File: src/rtl/pxe_pkg.sv
package pxe_pkg;
  typedef enum logic [3:0] {
    ST_IDLE, ST_RADDR, ST_OE_LO, ST_LATCH, ST_OE_HI,
    ST_WADDR, ST_WE_LO, ST_WE_HI, ST_DONE
  } pxe_state_e;

  typedef enum logic [1:0] {
    FN_INV   = 2'b00,
    FN_VFLIP = 2'b01,
    FN_HFLIP = 2'b10,
    FN_COPY  = 2'b11
  } pxe_func_e;
endpackage

File: src/rtl/pxe_seq_ctrl.sv
module pxe_seq_ctrl
  import pxe_pkg::*;
(
  input  logic clk_i,
  input  logic rst_ni,
  input  logic start_i,
  input  logic last_i,
  output logic clr_o,
  output logic cap_o,
  output logic step_o,
  output logic wr_sel_o,
  output logic oe_no,
  output logic we_no,
  output logic rw_o,
  output logic bank_o,
  output logic done_o
);
  pxe_state_e state_q, state_d;

  always_comb begin
    state_d = state_q;
    unique case (state_q)
      ST_IDLE:  if (start_i) state_d = ST_RADDR;
      ST_RADDR: state_d = ST_OE_LO;
      ST_OE_LO: state_d = ST_LATCH;
      ST_LATCH: state_d = ST_OE_HI;
      ST_OE_HI: state_d = ST_WADDR;
      ST_WADDR: state_d = ST_WE_LO;
      ST_WE_LO: state_d = ST_WE_HI;
      ST_WE_HI: state_d = last_i ? ST_DONE : ST_RADDR;
      ST_DONE:  state_d = ST_IDLE;
      default:  state_d = ST_IDLE;
    endcase
  end

  always_ff @(posedge clk_i or negedge rst_ni) begin
    if (!rst_ni) state_q <= ST_IDLE;
    else         state_q <= state_d;
  end

  assign clr_o    = (state_q == ST_IDLE) && start_i;
  assign cap_o    = (state_q == ST_LATCH);
  assign step_o   = (state_q == ST_WE_HI);
  assign wr_sel_o = (state_q == ST_WADDR) || (state_q == ST_WE_LO) || (state_q == ST_WE_HI);
  assign oe_no    = !((state_q == ST_OE_LO) || (state_q == ST_LATCH));
  assign we_no    = (state_q != ST_WE_LO);
  assign rw_o     = wr_sel_o;
  assign bank_o   = wr_sel_o;
  assign done_o   = (state_q == ST_DONE);

  // strobes never overlap; a write always runs with OE and RW high
  p_write_ctrl_r4: assert property (@(posedge clk_i) disable iff (!rst_ni)
    !we_no |-> (oe_no && rw_o && bank_o));
  p_read_ctrl_r3: assert property (@(posedge clk_i) disable iff (!rst_ni)
    !oe_no |-> (!rw_o && !bank_o && we_no));
  p_done_pulse_r10: assert property (@(posedge clk_i) disable iff (!rst_ni)
    done_o |=> (!done_o && state_q == ST_IDLE));
  p_busy_no_restart_r11: assert property (@(posedge clk_i) disable iff (!rst_ni)
    (state_q == ST_OE_HI) |=> (state_q == ST_WADDR));
endmodule

File: src/rtl/pxe_addr_gen.sv
module pxe_addr_gen #(
  parameter int ROW_BITS = 4,
  parameter int COL_BITS = 4,
  localparam int AW = ROW_BITS + COL_BITS
) (
  input  logic          clk_i,
  input  logic          rst_ni,
  input  logic          clr_i,
  input  logic          step_i,
  input  logic          wr_sel_i,
  input  logic          row_flip_i,
  input  logic          col_flip_i,
  output logic [AW-1:0] addr_o,
  output logic          last_i_o
);
  localparam logic [AW-1:0] ROW_MASK = {{ROW_BITS{1'b1}}, {COL_BITS{1'b0}}};
  localparam logic [AW-1:0] COL_MASK = {{ROW_BITS{1'b0}}, {COL_BITS{1'b1}}};

  logic [AW-1:0] src_q, dst;

  always_ff @(posedge clk_i or negedge rst_ni) begin
    if (!rst_ni)     src_q <= '0;
    else if (clr_i)  src_q <= '0;
    else if (step_i) src_q <= src_q + 1'b1;
  end

  assign dst      = src_q ^ (row_flip_i ? ROW_MASK : '0) ^ (col_flip_i ? COL_MASK : '0);
  assign addr_o   = wr_sel_i ? dst : src_q;
  assign last_i_o = &src_q;
endmodule

File: src/rtl/pxe_data_path.sv
module pxe_data_path #(
  parameter int DATA_W = 8
) (
  input  logic              clk_i,
  input  logic              rst_ni,
  input  logic              cap_i,
  input  logic              invert_i,
  input  logic [DATA_W-1:0] data_i,
  output logic [DATA_W-1:0] data_o
);
  logic [DATA_W-1:0] pix_q;

  always_ff @(posedge clk_i or negedge rst_ni) begin
    if (!rst_ni)    pix_q <= '0;
    else if (cap_i) pix_q <= data_i;
  end

  assign data_o = invert_i ? ~pix_q : pix_q;
endmodule

File: src/rtl/pix_xform_engine.sv
module pix_xform_engine
  import pxe_pkg::*;
#(
  parameter int ROW_BITS = 4,
  parameter int COL_BITS = 4,
  parameter int DATA_W   = 8,
  localparam int AW = ROW_BITS + COL_BITS
) (
  input  logic              clk_i,
  input  logic              rst_ni,
  input  logic              start_i,
  input  logic [1:0]        func_i,
  output logic [AW-1:0]     addr_o,
  input  logic [DATA_W-1:0] data_i,
  output logic [DATA_W-1:0] data_o,
  output logic              oe_no,
  output logic              we_no,
  output logic              rw_o,
  output logic              bank_o,
  output logic              done_o
);
  pxe_func_e func_q;
  logic clr, cap, step, wr_sel, last;

  // operation is frozen for the whole pass
  always_ff @(posedge clk_i or negedge rst_ni) begin
    if (!rst_ni)   func_q <= FN_INV;
    else if (clr)  func_q <= pxe_func_e'(func_i);
  end

  pxe_seq_ctrl u_ctrl (
    .clk_i    (clk_i),
    .rst_ni   (rst_ni),
    .start_i  (start_i),
    .last_i   (last),
    .clr_o    (clr),
    .cap_o    (cap),
    .step_o   (step),
    .wr_sel_o (wr_sel),
    .oe_no    (oe_no),
    .we_no    (we_no),
    .rw_o     (rw_o),
    .bank_o   (bank_o),
    .done_o   (done_o)
  );

  pxe_addr_gen #(.ROW_BITS(ROW_BITS), .COL_BITS(COL_BITS)) u_addr (
    .clk_i      (clk_i),
    .rst_ni     (rst_ni),
    .clr_i      (clr),
    .step_i     (step),
    .wr_sel_i   (wr_sel),
    .row_flip_i (func_q == FN_VFLIP),
    .col_flip_i (func_q == FN_HFLIP),
    .addr_o     (addr_o),
    .last_i_o   (last)
  );

  pxe_data_path #(.DATA_W(DATA_W)) u_data (
    .clk_i    (clk_i),
    .rst_ni   (rst_ni),
    .cap_i    (cap),
    .invert_i (func_q == FN_INV),
    .data_i   (data_i),
    .data_o   (data_o)
  );

  // address and data held across the write strobe
  p_we_hold_r4: assert property (@(posedge clk_i) disable iff (!rst_ni)
    !we_no |=> (we_no && $stable(addr_o) && $stable(data_o)));
  p_last_done_r10: assert property (@(posedge clk_i) disable iff (!rst_ni)
    (step && last) |=> done_o);
  p_func_frozen_r11: assert property (@(posedge clk_i) disable iff (!rst_ni)
    !oe_no |=> $stable(func_q));
endmodule

File: config.mk
export PLATFORM = sky130hd
export DESIGN_NAME = pix_xform_engine
export DESIGN_NICKNAME = d
export VERILOG_FILES = /design/src/rtl/pxe_pkg.sv /design/src/rtl/pxe_seq_ctrl.sv /design/src/rtl/pxe_addr_gen.sv /design/src/rtl/pxe_data_path.sv /design/src/rtl/pix_xform_engine.sv
export SDC_FILE = /design/constraint.sdc
export NUM_CORES = 1
export LEC_CHECK = 0
export ABC_AREA = 1
export CAP_MARGIN = 25
export CORE_MARGIN = 10
export CORE_UTILIZATION = 45
export DETAILED_ROUTE_END_ITERATION = 12
export PLACE_DENSITY = 0.75
export SYNTH_ARGS = -nofsm -noshare
export SYNTH_HDL_FRONTEND = slang
export SYNTH_SLANG_ARGS = --single-unit
File: constraint.sdc
create_clock -name clk_i -period 2.3 [get_ports clk_i]
set_input_delay 0.23 -clock clk_i [delete_from_list [all_inputs] [get_ports clk_i]]
set_output_delay 0.23 -clock clk_i [all_outputs]
set_load 0.005 [all_outputs]
==> results of run 1 <==
logic make-up (layout without fill, tap and decap cells):
logic type / count (synthesis) / after routing / synth area share, %
AND/OR/NAND/NOR: 94 / 94 / 34.9
adder cells (fa/ha/maj): 1 / 1 / 0.954
buffers and inverters: 20 / 54 / 7.35
AO/OA/AOI/OAI: 10 / 10 / 4.10
flip-flops: 22 / 22 / 42.0
XOR/XNOR: 16 / 16 / 10.7
power breakdown:
part / internal, uW / switching, uW / leakage (uW)
sequential: 526 / 123 / 0.000280
combinational: 666 / 628 / 0.000585
clock: 96.6 / 114 / 0.0000210
cells in the mapped netlist (all sizes together):
library cell	n	share of area (%)
nor3	3	1.5
inv	15	4.3
or2	1	0.67
nor2	22	9.6
buf	5	3.1
a21oi	5	2.2
ha	1	0.95
dfrtp	22	42
o21ai	5	1.9
nand2	49	16
xor2	16	11
nand3	18	6.9
nand4	1	0.48
per-layer routing:
| layer | vias up | track usage [%] | share of wire [%] |
|---|---|---|---|
| met3 | 2 | 4.12 | 9.2 |
| li1 | 577 | - | - |
| met5 | - | 0 | 0 |
| met4 | 0 | 4.14 | 0.26 |
| met1 | 528 | 14.0 | 45 |
| met2 | 36 | 19.7 | 45 |
sequential cells by signal, indices dropped and copies added (netlist names):
signal          cells
func_q              2
u_ctrl.state_q      4
u_data.pix_q        8
u_addr.src_q        8
cell type report:
class / count / area [sq um]
fillers: 261 / 1090
clock buffers: 4 / 36.3
flip-flops and latches: 22 / 551
well taps: 31 / 38.8
multi-input cells: 121 / 664
repair buffers: 35 / 348
inverters: 15 / 56.3
metrics by stage:
stage	utilization (%)	hold slack (ns)	power, uW	instance area, sq um
after floorplan	-	-0.0656	1370	1310
after global placement	59.5	0.474	1940	1660
after detailed placement	59.5	0.482	1980	1660
after CTS	60.8	0.276	2190	1690
after global routing	60.9	0.301	2360	1690
final	60.9	0.262	2150	1690
how the worst min path moves through the flow:
stage,from,endpoint,slack [ns]
CTS,rst_ni,u_data.pix_q[3],0.28
floorplan,rst_ni,func_q[0],-0.07
finish,rst_ni,u_data.pix_q[3],0.26
global route,rst_ni,u_data.pix_q[4],0.30
detailed placement,u_data.pix_q[0],u_data.pix_q[0],0.48
global placement,u_data.pix_q[4],u_data.pix_q[4],0.47
timing repair:
item | CTS | global route
hold buffers | 0 | 0
gates resized for setup | 0 | 1
setup endpoints to repair | 0 | 1
==> run_results.csv, run 1 <==
group,metric,value,unit
placement,pre_cts_ws,0.480,ns
die,core,2780,sq um
layout,layout-drive-gt1-share,13.2,%
run,maxCapViolCount,0,
worst_setup_path,cp.depth,7,
worst_setup_path,critPathLaunchType,"register",
synth,ys_seq_area_share,42.0,%
worst_setup_path,worstSetupPathType,"reg -> out",
worst_setup_path,crit_path_frequent_cell,"inv_2",
synth,syn_area_per_cell,8.04,sq um
worst_setup_path,crit_end,"addr_o[4]",
clocking,cts_tree,"built",
sta,setup_viol,0,
worst_setup_path,worstSetupEndpointType,"output port",
layout,syn_to_final_growth,29.2,%
layout,instances_no_fill,228,
routing,antenna_left,0,
sta,rsz0062_at_grt,"false",
die,die_height,74.0,microns
worst_setup_path,crit_buf_inv,3,
die,boundaryPins,34,
worst_setup_path,r2r_setup_slack,0.91,ns
worst_setup_path,critical_path_required,2.07,ns
routing,vias_per_cell,5.01,
global_routing,overflow,0,
die,die_width,74.0,microns
global_routing,grt_usage,11.9,%
synth,ys_warn_count,0,
sta,tns,0,ns
routing,drtIter0Drc,62,
sta,final.setup_skew,0.00309,ns
global_routing,antenna_found_initial,0,
placement,gp_congestion,0.860,
clocking,cts_buffer_depth,2,
die,rows,19,
worst_setup_path,crit_fanout,4,
global_routing,grt_max_degree,23,
sta,min_period,2.16,ns
power,power_density,1270,nW/um^2
routing,wirelength,3.08,mm
layout,finalNetCount,212,
worst_setup_path,r2r_cells,7,
placement,dp_hpwl,2.40,mm
synth,synth_cells,163,
worst_setup_path,reg2reg_to,"u_addr.src_q[4]",
placement,dp.cells,224,
sta,hold_viol_final,0,
synth,synth_nets,177,
routing,drt_pass1_iterations,4,
synth,yosysUniqueCellTypes,24,
worst_setup_path,reg2reg_from,"u_ctrl.state_q[2]",
worst_setup_path,cp-startpoint,"u_ctrl.state_q[3]",
power,p_leak,0.000886,uW
sta,slew_headroom,67.4,%
routing,wl_per_cell,13.5,microns
global_routing,first_global_vias,1155,
run_status,status,"finished, final reports clean",
layout,final_cell_mix,"nand2_1, clkdlybuf4s50_1, dfrtp_1",
hold_path,holdCritPathClass,"in -> async",
power,irDropWorstVdd,857,uV
routing,num_vias,1143,
clocking,cts.sinks,22,
worst_setup_path,slowest_delay,0.53,ns
worst_setup_path,slowest_stage,"clkdlybuf4s50_1",
clocking,cts.htree.levels,1,
clocking,cts-buffers-inserted,3,
routing,drc,0,
worst_setup_path,cp.arrival,1.93,ns
clocking,clk_latency,0.30,ns
synth,ys_ff_latch,22,
synth,syn_area,1310,sq um
die,start_util,47.1,%
placement,port_buffers,33,
die,die-area,5470,sq um
worst_setup_path,cp_top_family,"buffers and inverters",
sta,worstMarginPinSlew,0.489,ns
worst_setup_path,crit_chain,"inv_2 > nand2_2 > inv_2 > nand2_4 > nor2_4 > xor2_1 > clkdlybuf4s50_1",
clocking,postCtsSetupBuffers,0,
sta,finalMaxSlewViolations,0,
clocking,clock-root-buffer,"clkbuf_4",
sta,fin_ws,0.143,ns
layout,antenna_cells,0,
global_routing,grt_pass1_wl,5.32,mm
clocking,cts.clk_slew.worst_paths,0.12,ns
layout,layout_commonest_cell,"nand2_1",
sta,finalCritPeriodShare,93.8,%
sta,fmax,0.464,GHz
Note: power is estimated with default switching activity, not from simulation.
==> run 2: changes to the inputs <==
--- a/config.mk
+++ b/config.mk
@@ -10,6 +10,7 @@
 export CORE_MARGIN = 10
 export CORE_UTILIZATION = 45
 export DETAILED_ROUTE_END_ITERATION = 12
+export GPL_TIMING_DRIVEN = 0
 export PLACE_DENSITY = 0.75
 export SYNTH_ARGS = -nofsm -noshare
 export SYNTH_HDL_FRONTEND = slang
==> constraint.sdc (replaced) <==
create_clock -name clk_i -period 2.7 [get_ports clk_i]
set_input_delay 0.27 -clock clk_i [delete_from_list [all_inputs] [get_ports clk_i]]
set_output_delay 0.27 -clock clk_i [all_outputs]
set_load 0.005 [all_outputs]
==> run_results.csv, run 2 (synthesized netlist as in run 1, its figures left out) <==
group,metric,value,unit
worst_setup_path,cp-startpoint,"u_ctrl.state_q[3]",
worst_setup_path,critPathLaunchType,"register",
die,die_width,74.0,microns
global_routing,first_global_vias,1169,
layout,antenna_cells,0,
layout,regArea,551,sq um
layout,syn_to_final_growth,32.0,%
layout,layout-drive-gt1-share,14.5,%
clocking,clk_latency,0.30,ns
sta,tns,0,ns
placement,dp_hpwl,2.40,mm
run,maxCapViolCount,0,
layout,finalNetCount,216,
clocking,cts.htree.levels,1,
die,die_height,74.0,microns
placement,port_buffers,33,
worst_setup_path,worstSetupEndpointType,"output port",
routing,wirelength,3.06,mm
global_routing,grt_usage,11.5,%
placement,gp_congestion,0.866,
die,die-area,5470,sq um
sta,worstMarginPinSlew,0.476,ns
layout,multi_input_area,664,sq um
worst_setup_path,critical_path_required,2.43,ns
routing,vias_per_cell,4.90,
clocking,cts.clk_slew.worst_paths,0.11,ns
power,power_density,1060,nW/um^2
layout,largestRegisters,"u_addr.src_q x8, u_data.pix_q x8, u_ctrl.state_q x4",
sta,finalCritPeriodShare,82.3,%
die,core,2780,sq um
power,power,1840,uW
routing,drt_pass1_iterations,4,
global_routing,grt_pass1_wl,5.18,mm
clocking,postCtsResizedCells,0,
layout,fillers,267,
sta,holdWs,0.164,ns
clocking,postCtsHoldBufs,0,
clocking,clock-root-buffer,"clkbuf_4",
worst_setup_path,cp.arrival,1.95,ns
sta,fmax,0.450,GHz
layout,final_cell_mix,"nand2_1, clkdlybuf4s50_1, dfrtp_1",
hold_path,holdCritPathClass,"in -> async",
clocking,cts-buffers-inserted,3,
die,start_util,47.1,%
global_routing,busiest_layer,"met2",
sta,final.setup_skew,0.00204,ns
sta,hold_viol_final,0,
power,irDropWorstVdd,747,uV
global_routing,grt_max_degree,23,
global_routing,antenna_found_initial,0,
global_routing,grt_use_met1,12.9,%
sta,min_period,2.22,ns
sta,slew_headroom,68.2,%
clocking,postCtsSetupBuffers,0,
routing,drtIter0Drc,43,
clocking,cts_tree,"built",
worst_setup_path,reg2reg_from,"u_ctrl.state_q[2]",
routing,wl_per_cell,13.2,microns
worst_setup_path,crit_fanout,4,
power,p_leak,0.000889,uW
routing,drc,0,
sta,finalMaxSlewViolations,0,
routing,num_vias,1132,
global_routing,overflow,0,
worst_setup_path,worstSetupPathType,"reg -> out",
die,rows,19,
global_routing,use_met2,19.3,%
global_routing,use_met3,4.92,%
die,boundaryPins,34,
sta,rsz0062_at_grt,"false",
sta,setup_viol,0,
routing,antenna_left,0,
layout,layout_commonest_cell,"nand2_1",
clocking,cts.sinks,22,
run_status,status,"finished, final reports clean",
clocking,cts_buffer_depth,2,
## run 2: worst paths after layout
kind / depth (start not counted) / endpoint / slack (ns)
max in group asynchronous: 2 / u_addr.src_q[5] / 2.18
hold / removal: 1 / u_data.pix_q[5] / 0.16
setup / recovery: 7 / addr_o[7] / 0.48
min in group clk_i: 2 / u_data.pix_q[1] / 0.50
setup reg to reg: 5 / u_data.pix_q[4] / 1.39
hold reg to reg: 2 / u_data.pix_q[1] / 0.50
## run 2: layer usage
layer	wire length [microns]	part of all wire, %	vias up
met5	0	0	-
met4	30	0.98	0
met1	1340	44	511
met2	1380	45	33
li1	-	-	583
met3	301	9.9	5
## run 2: stage by stage
| stage | util, % | setup WS [ns] | instances | cell area [sq um] |
|---|---|---|---|---|
| 2_1_floorplan | - | 1.44 | 163 | 1310 |
| 3_3_place_gp | 60.4 | 0.865 | 227 | 1680 |
| 3_5_place_dp | 60.4 | 0.827 | 227 | 1680 |
| 4_1_cts | 61.2 | 0.458 | 230 | 1700 |
| 5_1_grt | 62.2 | 0.342 | 231 | 1730 |
| 6_report | 62.2 | 0.479 | 231 | 1730 |
## run 2: critical path, stage by stage, from the launching register on
cell             delay [ns]
dfrtp_1                0.41
inv_2                  0.10
nand2_2                0.09
inv_2                  0.10
nand2_4                0.08
nor2_4                 0.17
xor2_1                 0.18
clkdlybuf4s50_1        0.53
## run 2: area by class of cell
cell class / instances / area share [%]
inverters: 15 / 3.25
flip-flops and latches: 22 / 31.8
repair buffers: 34 / 20.7
plain buffers: 5 / 2.31
well taps: 31 / 2.24
multi-input cells: 121 / 38.4
clock buffers: 3 / 1.30
## run 2: report_power, final
| part | switching (uW) | internal (uW) | leakage, uW | total (uW) |
|---|---|---|---|---|
| clock | 88.9 | 52.0 | 0.0000138 | 141 |
| combinational | 543 | 598 | 0.000596 | 1140 |
| sequential | 105 | 449 | 0.000280 | 554 |
==> run 3: changes to the inputs <==
--- a/config.mk
+++ b/config.mk
@@ -8,7 +8,7 @@
 export ABC_AREA = 1
 export CAP_MARGIN = 25
 export CORE_MARGIN = 10
-export CORE_UTILIZATION = 45
+export CORE_UTILIZATION = 43
 export DETAILED_ROUTE_END_ITERATION = 12
 export GPL_TIMING_DRIVEN = 0
 export PLACE_DENSITY = 0.75
==> constraint.sdc (replaced) <==
create_clock -name clk_i -period 1.9 [get_ports clk_i]
set_input_delay 0.19 -clock clk_i [delete_from_list [all_inputs] [get_ports clk_i]]
set_output_delay 0.19 -clock clk_i [all_outputs]
set_load 0.005 [all_outputs]
==> run_results.csv, run 3 (synthesized netlist as in run 1, its figures left out) <==
group,metric,value,unit
run_status,status,"finished, final reports clean",
run,maxCapViolCount,0,
layout,largestRegisters,"u_addr.src_q x8, u_data.pix_q x8, u_ctrl.state_q x4",
hold_path,holdCritPathClass,"in -> async",
clocking,cts_buffer_depth,2,
global_routing,first_global_vias,1182,
clocking,cts-buffers-inserted,3,
routing,vias_per_cell,4.94,
die,rows,19,
die,boundaryPins,34,
placement,dp_hpwl,2.42,mm
sta,rsz0062_at_grt,"true",
clocking,postCtsHoldBufs,0,
clocking,clk_latency,0.31,ns
worst_setup_path,worstSetupEndpointType,"output port",
die,die_width,75.2,microns
worst_setup_path,cp-startpoint,"u_ctrl.state_q[2]",
sta,min_period,1.83,ns
routing,num_vias,1201,
global_routing,antenna_found_initial,0,
worst_setup_path,critical_path_required,1.71,ns
die,die-area,5660,sq um
placement,pre_cts_ws,0.109,ns
power,power_density,1500,nW/um^2
worst_setup_path,crit_fanout,3,
clocking,cts.sinks,22,
die,die_height,75.2,microns
sta,final.setup_skew,0.00472,ns
sta,hold_viol_final,0,
layout,finalNetCount,227,
layout,syn_to_final_growth,42.6,%
power,irDropWorstVdd,579,uV
layout,layout-drive-gt1-share,22.6,%
clocking,cts.htree.levels,1,
layout,antenna_cells,0,
sta,finalMaxSlewViolations,0,
sta,holdWs,0.0789,ns
routing,drc,0,
worst_setup_path,worstSetupPathType,"reg -> out",
layout,fin_util,66.1,%
routing,wl_per_cell,13.9,microns
layout,instances_no_fill,243,
die,core,2830,sq um
clocking,clock-root-buffer,"clkbuf_4",
worst_setup_path,critPathLaunchType,"register",
sta,worstMarginPinSlew,0.287,ns
routing,drt_pass1_iterations,4,
placement,dp.cells,227,
global_routing,grt_max_degree,23,
global_routing,overflow,0,
sta,setup_viol,0,
clocking,cts.clk_slew.worst_paths,0.13,ns
die,start_util,46.4,%
routing,wirelength,3.38,mm
global_routing,grt_usage,11.8,%
routing,drtIter0Drc,48,
worst_setup_path,cp.arrival,1.64,ns
clocking,cts_tree,"built",
routing,antenna_left,0,
sta,fin_ws,0.0671,ns
worst_setup_path,reg2reg_from,"u_ctrl.state_q[3]",
placement,gp_congestion,0.848,
layout,layout_commonest_cell,"nand2_1",
sta,slew_headroom,80.8,%
power,p_leak,0.00106,uW
layout,final_cell_mix,"nand2_1, dfrtp_1, nand3_1",
global_routing,grt_pass1_wl,5.35,mm
sta,fmax,0.546,GHz
sta,finalCritPeriodShare,96.5,%
placement,port_buffers,33,
run 3: changes by cell type in the layout (fill, tap and decap cells not counted), moves of 6 or more:
cell / delta
buf_4: +11
clkdlybuf4s50_1: -17
dlygate4sd2_1: +6
dlymetal6s2s_1: +8
run 3: where the power goes:
part           total, uW  switching, uW  internal (uW)  leakage [uW]
logic               1750            861            890      0.000764
registers            793            154            638      0.000278
clock network        267            150            117     0.0000210
total               2810           1170           1650       0.00106
run 3: timing repair:
action                                  in CTS  in global routing
endpoints found under the setup margin      17                 16
hold endpoints to repair                     0                  0
resized for setup                           17                 18
buffers inserted                             5                  7
pin swaps                                    1                  3
run 3: layer usage:
layer  global-route usage [%]  routed length (microns)
met4                     3.51                       10
met1                     13.5                     1440
met5                        0                        0
met3                     3.68                      255
met2                     20.7                     1670
run 3: worst paths after layout:
check	end	depth (start not counted)	slack [ns]
min in group clk_i	u_data.pix_q[7]	3	0.43
min reg2reg	u_data.pix_q[2]	2	0.51
max reg2reg	u_data.pix_q[6]	7	0.45
max in group asynchronous	func_q[0]	2	1.45
max	we_no	5	0.07
min	u_data.pix_q[6]	1	0.08
run 3: layout make-up:
type | instances | area [sq um]
Inverter | 15 | 58.8
Fill cell | 243 | 960
Buffer | 5 | 42.5
Tap cell | 31 | 38.8
Multi-Input combinational cell | 121 | 691
Timing Repair Buffer | 45 | 450
Clock buffer | 4 | 36.3
Sequential cell | 22 | 552
run 3: per-stage QoR:
step	area [sq um]	total power, uW	TNS [ns]
after global placement	1680	2390	0
after global routing	1870	3060	-0.0192
after detailed placement	1680	2450	0
final	1870	2810	0
after floorplan	1310	1650	0
after CTS	1770	2710	-0.00535
run 3: critical path, cell delays in order, from the launching register on:
cell,delay (ns)
dfrtp_1,0.46
nand2_4,0.11
inv_4,0.05
buf_4,0.13
nand3_1,0.07
clkdlybuf4s50_1,0.51
